===== src/rtl/dma_req_serializer.sv =====
`timescale 1ns/1ps
module dma_req_serializer #(
  parameter int CH_W = 3,
  localparam int NCH = 1 << CH_W
) (
  input  logic           clk,
  input  logic           rst,
  input  logic [NCH-1:0] set_req,
  input  logic [NCH-1:0] drop_req,
  output logic           req_line_n,
  output logic           busy
);
  localparam int PH_ACT = CH_W + 1;
  localparam int PH_GAP = CH_W + 2;
  localparam int PH_W   = $clog2(PH_GAP + 1);

  logic [NCH-1:0]  pend, actv;
  logic [CH_W-1:0] last, cur, pick, idx;
  logic            cur_act, found, grant;
  logic [PH_W-1:0] ph;

  always_comb begin
    found = 1'b0;
    pick  = last;
    idx   = last;
    for (int k = 1; k <= NCH; k++) begin
      idx = last + CH_W'(k);
      if (!found && pend[idx]) begin
        found = 1'b1;
        pick  = idx;
      end
    end
  end

  assign grant = found && (!busy || ph == PH_W'(PH_GAP));

  always_ff @(posedge clk) begin
    if (rst) begin
      pend    <= '0;
      actv    <= '0;
      last    <= '1;
      cur     <= '0;
      cur_act <= 1'b0;
      busy    <= 1'b0;
      ph      <= '0;
    end else begin
      for (int i = 0; i < NCH; i++) begin
        if (set_req[i]) begin
          pend[i] <= 1'b1;
          actv[i] <= 1'b1;
        end else if (drop_req[i]) begin
          pend[i] <= 1'b1;
          actv[i] <= 1'b0;
        end else if (grant && pick == CH_W'(i)) begin
          pend[i] <= 1'b0;
        end
      end
      if (grant) begin
        busy    <= 1'b1;
        ph      <= '0;
        cur     <= pick;
        cur_act <= actv[pick];
        last    <= pick;
      end else if (busy) begin
        if (ph == PH_W'(PH_GAP)) busy <= 1'b0;
        else                     ph   <= ph + 1'b1;
      end
    end
  end

  always_comb begin
    req_line_n = 1'b1;
    if (busy) begin
      if (ph == '0) req_line_n = 1'b0;
      if (ph == PH_W'(PH_ACT)) req_line_n = cur_act;
      for (int b = 0; b < CH_W; b++)
        if (ph == PH_W'(b + 1)) req_line_n = cur[CH_W-1-b];
    end
  end
endmodule


===== config.mk =====
export PLATFORM = sky130hd
export DESIGN_NAME = dma_req_serializer
export DESIGN_NICKNAME = d
export VERILOG_FILES = /design/src/rtl/dma_req_serializer.sv
export SDC_FILE = /design/constraint.sdc
export NUM_CORES = 1
export LEC_CHECK = 0
export BUFFER_PORTS_ARGS = -buffer_cell sky130_fd_sc_hd__buf_2
export CAP_MARGIN = 40
export CORE_ASPECT_RATIO = 1.5
export CORE_MARGIN = 1
export CORE_UTILIZATION = 45
export DETAILED_ROUTE_END_ITERATION = 10
export GPL_ROUTABILITY_DRIVEN = 0
export RECOVER_POWER = 100
export SLEW_MARGIN = 20
export SYNTH_ARGS = -nofsm -noshare
export SYNTH_HDL_FRONTEND = slang
export SYNTH_SLANG_ARGS = --single-unit

===== constraint.sdc =====
create_clock -name clk -period 4 [get_ports clk]
set_input_delay 0.4 -clock clk [delete_from_list [all_inputs] [get_ports clk]]
set_output_delay 0.4 -clock clk [all_outputs]
set_load 0.01 [all_outputs]

==> run metrics <==
Worst Path Buf+Inv 1; Clock Latency Late Sink 270 ps; FILL cells between 500 and 600; commonest cells after routing, fill and taps aside 31 x nor2_1, 27 x dfxtp_1, 22 x a21oi_1, 19 x nand2_1, 18 x inv_1; Worst Slack Setup Final around 330 ps; Layout Nets ~300; synthesized flop and latch total 27; count of final hold-check violations 0; Final Core Density 0.510; ys async rst share 0; Mapped Area around 0.0022 mm2; cells after synthesis about 260; Die Y-Extent just under 90 um; leading cell type in the layout, fill and taps excluded nor2_1; reg2reg start last[0]; # IOs 20; global-route wire length before repair 9290 um; Crit path required time between 4000 and 5000 ps; WL/cell approximately 17 um; outcome finished, final reports clean; Rows 31; # port buffers 19; maximum VDD drop around 0.56 mV; crit-path max FO 10; post-place setup slack 525 ps; multi-input combinational cell area roughly 0.0016 mm2; crit-path cells inv_2 -> ha_1 -> mux2i_1 -> mux4_2 -> o41ai_1 -> or3_2 -> o32ai_4 -> o22ai_2 -> o41ai_1 -> a21oi_1; Hold Crit Depth 3; Worst Setup Path Type reg -> reg; gr ovfl total 0; Clock Path Buffers 2; CTS sink count 27; Post-Place Cell Area approximately 0.0024 mm2; Worst-path clk slew ~90 ps; Worst Setup Start Kind register; gr usage total 0.233; DRC Markers 0; Root Driver clkbuf_8; ranking of synthesized cells by area dfxtp_1 24%, mux4_2 9.0%, mux2i_1 5.4%, nor2_1 5.2%, a21oi_1 4.9%; Max-slew headroom 0.307; Storage cell area ~540 um2; largest net degree at the start of global routing 26; RSZ-0062 raised after global routing no; Worst path max stage delay about 570 ps; top cell type's share of synthesized area 0.241; Layout area overhead 9.31%; Initial Util 0.466; vias ~2100; Hold Crit Class in -> reg; Crit path max-delay family compound AO/OA/AOI/OAI gates; Hold Crit Start set_req[0]; clock skew approximately 5.5 ps; CTS Buf Count 3; Post-synth EDFFs 0; vias per cell between 6 and 7; post-route ant nets 0; Design Area, Final about 0.0025 mm2; Seq/Total Area, Yosys 0.241; Leak ~1 nW; Worst-Margin Slew between 1000 and 1500 ps; DIE WIDTH 59.7 um; n_diodes 0; Period Utilization, post-route 0.918; fmax roughly 0.27 GHz; syn_area_per_cell about 8.7 um2; CTS tree built; crit path launch last[0]; final worst path period need about 3700 ps; Post-Route WL between 5000 and 6000 um; CP arrival between 3000 and 4000 ps; Yosys top cell by area dfxtp_1; Yosys Warn Count 0; initial DRC count between 100 and 150; Max Cap Violations 0; hpwl dp between 4000 and 5000 um; Yosys cell types 63; crit-path most repeated cell o41ai_1; Core Region between 0.004 and 0.005 mm2; Crit. End Element register; Critical Path Slowest Stage Cell ha_1; Fin Setup TNS 0 ps; r2r worst-path depth 10; max-slew violation count 0; ys flop type dfxtp_1; drt first pass iters 4; share of post-route cells with drive strength above 1 0.205; final setup fails 0; die area 0.00528 mm2; Post-CTS Resized 0; H-Tree Depth 1; Synthesized Nets roughly 280; hold-fix buffers at CTS 0; Setup Buffers After CTS 0; initial antenna violation count 0; Critical Path Stages 10; PD cells 996 mW/mm2; vias in the first global route roughly 2000
-- routing by layer --
metal	GRT usage	share of wire	up-vias
met3	0.0205	0.026	25
met2	0.416	0.52	57
met5	0	0	-
met1	0.263	0.39	1017
met4	0.140	0.056	0
li1	-	-	1022
-- final cells by class --
| type | count | area share |
|---|---|---|
| clock buffers | 4 | 0.0184 |
| inverters | 20 | 0.0306 |
| multi-input cells | 200 | 0.635 |
| flip-flops and latches | 27 | 0.220 |
| well taps | 66 | 0.0337 |
| repair buffers | 27 | 0.0617 |
-- flip-flops by register name, indices dropped and copies added, names as in the netlist --
register,cells
cur_act,1
actv,8
pend,8
ph,3
last,3
busy,1
cur,3
-- worst register-to-register path: stages (launching register included) --
cell and delay [ps]:
dfxtp_1 380, inv_2 120, ha_1 570, mux2i_1 380, mux4_2 370, o41ai_1 190, or3_2 530, o32ai_4 330
o22ai_2 170, o41ai_1 360, a21oi_1 120
-- logic make-up (layout without fill, tap and decap cells) --
group	after synthesis	count (layout)	synth area share
AND/OR/NAND/NOR	86	86	0.199
AO/OA/AOI/OAI	75	75	0.250
buffers and inverters	31	51	0.0597
multiplexers	30	30	0.204
flip-flops	27	27	0.241
adder cells (fa/ha/maj)	7	7	0.0390
XOR/XNOR	2	2	0.00781
-- cell usage after synthesis, drive strengths merged, types with 3 or more instances --
cell type   n
o41ai       9
mux4       10
mux2        7
ha          7
a21oi      22
o211ai      4
nor2       32
o22ai       3
nor3        4
nand3       5
clkbuf      6
o21ai      11
and4        5
a22oi       3
mux2i      13
buf         5
and2        3
or3         3
nand2      20
nor4        5
inv        20
dfxtp      27
-- power breakdown --
| part | leakage (nW) | switching (mW) | internal, mW |
|---|---|---|---|
| clock | 0.0228 | 0.0811 | 0.0714 |
| combinational | 0.733 | 1.13 | 0.791 |
| sequential | 0.225 | 0.0529 | 0.319 |
-- path summary, 6_finish.rpt --
check	endpoint	slack [ps]
min	actv[0]	350
max reg2reg	pend[0]	330
max	pend[0]	330
min reg2reg	cur[0]	470
-- metrics by stage --
step | hold slack (ps) | total power [mW] | instances
finish | 346 | 2.44 | 344
global route | 363 | 2.61 | 344
CTS | 348 | 2.44 | 344
detailed placement | 452 | 2.28 | 340
global placement | 454 | 2.26 | 340
floorplan | 437 | 1.86 | 258
No activity file was read; power rests on OpenSTA's default activity.
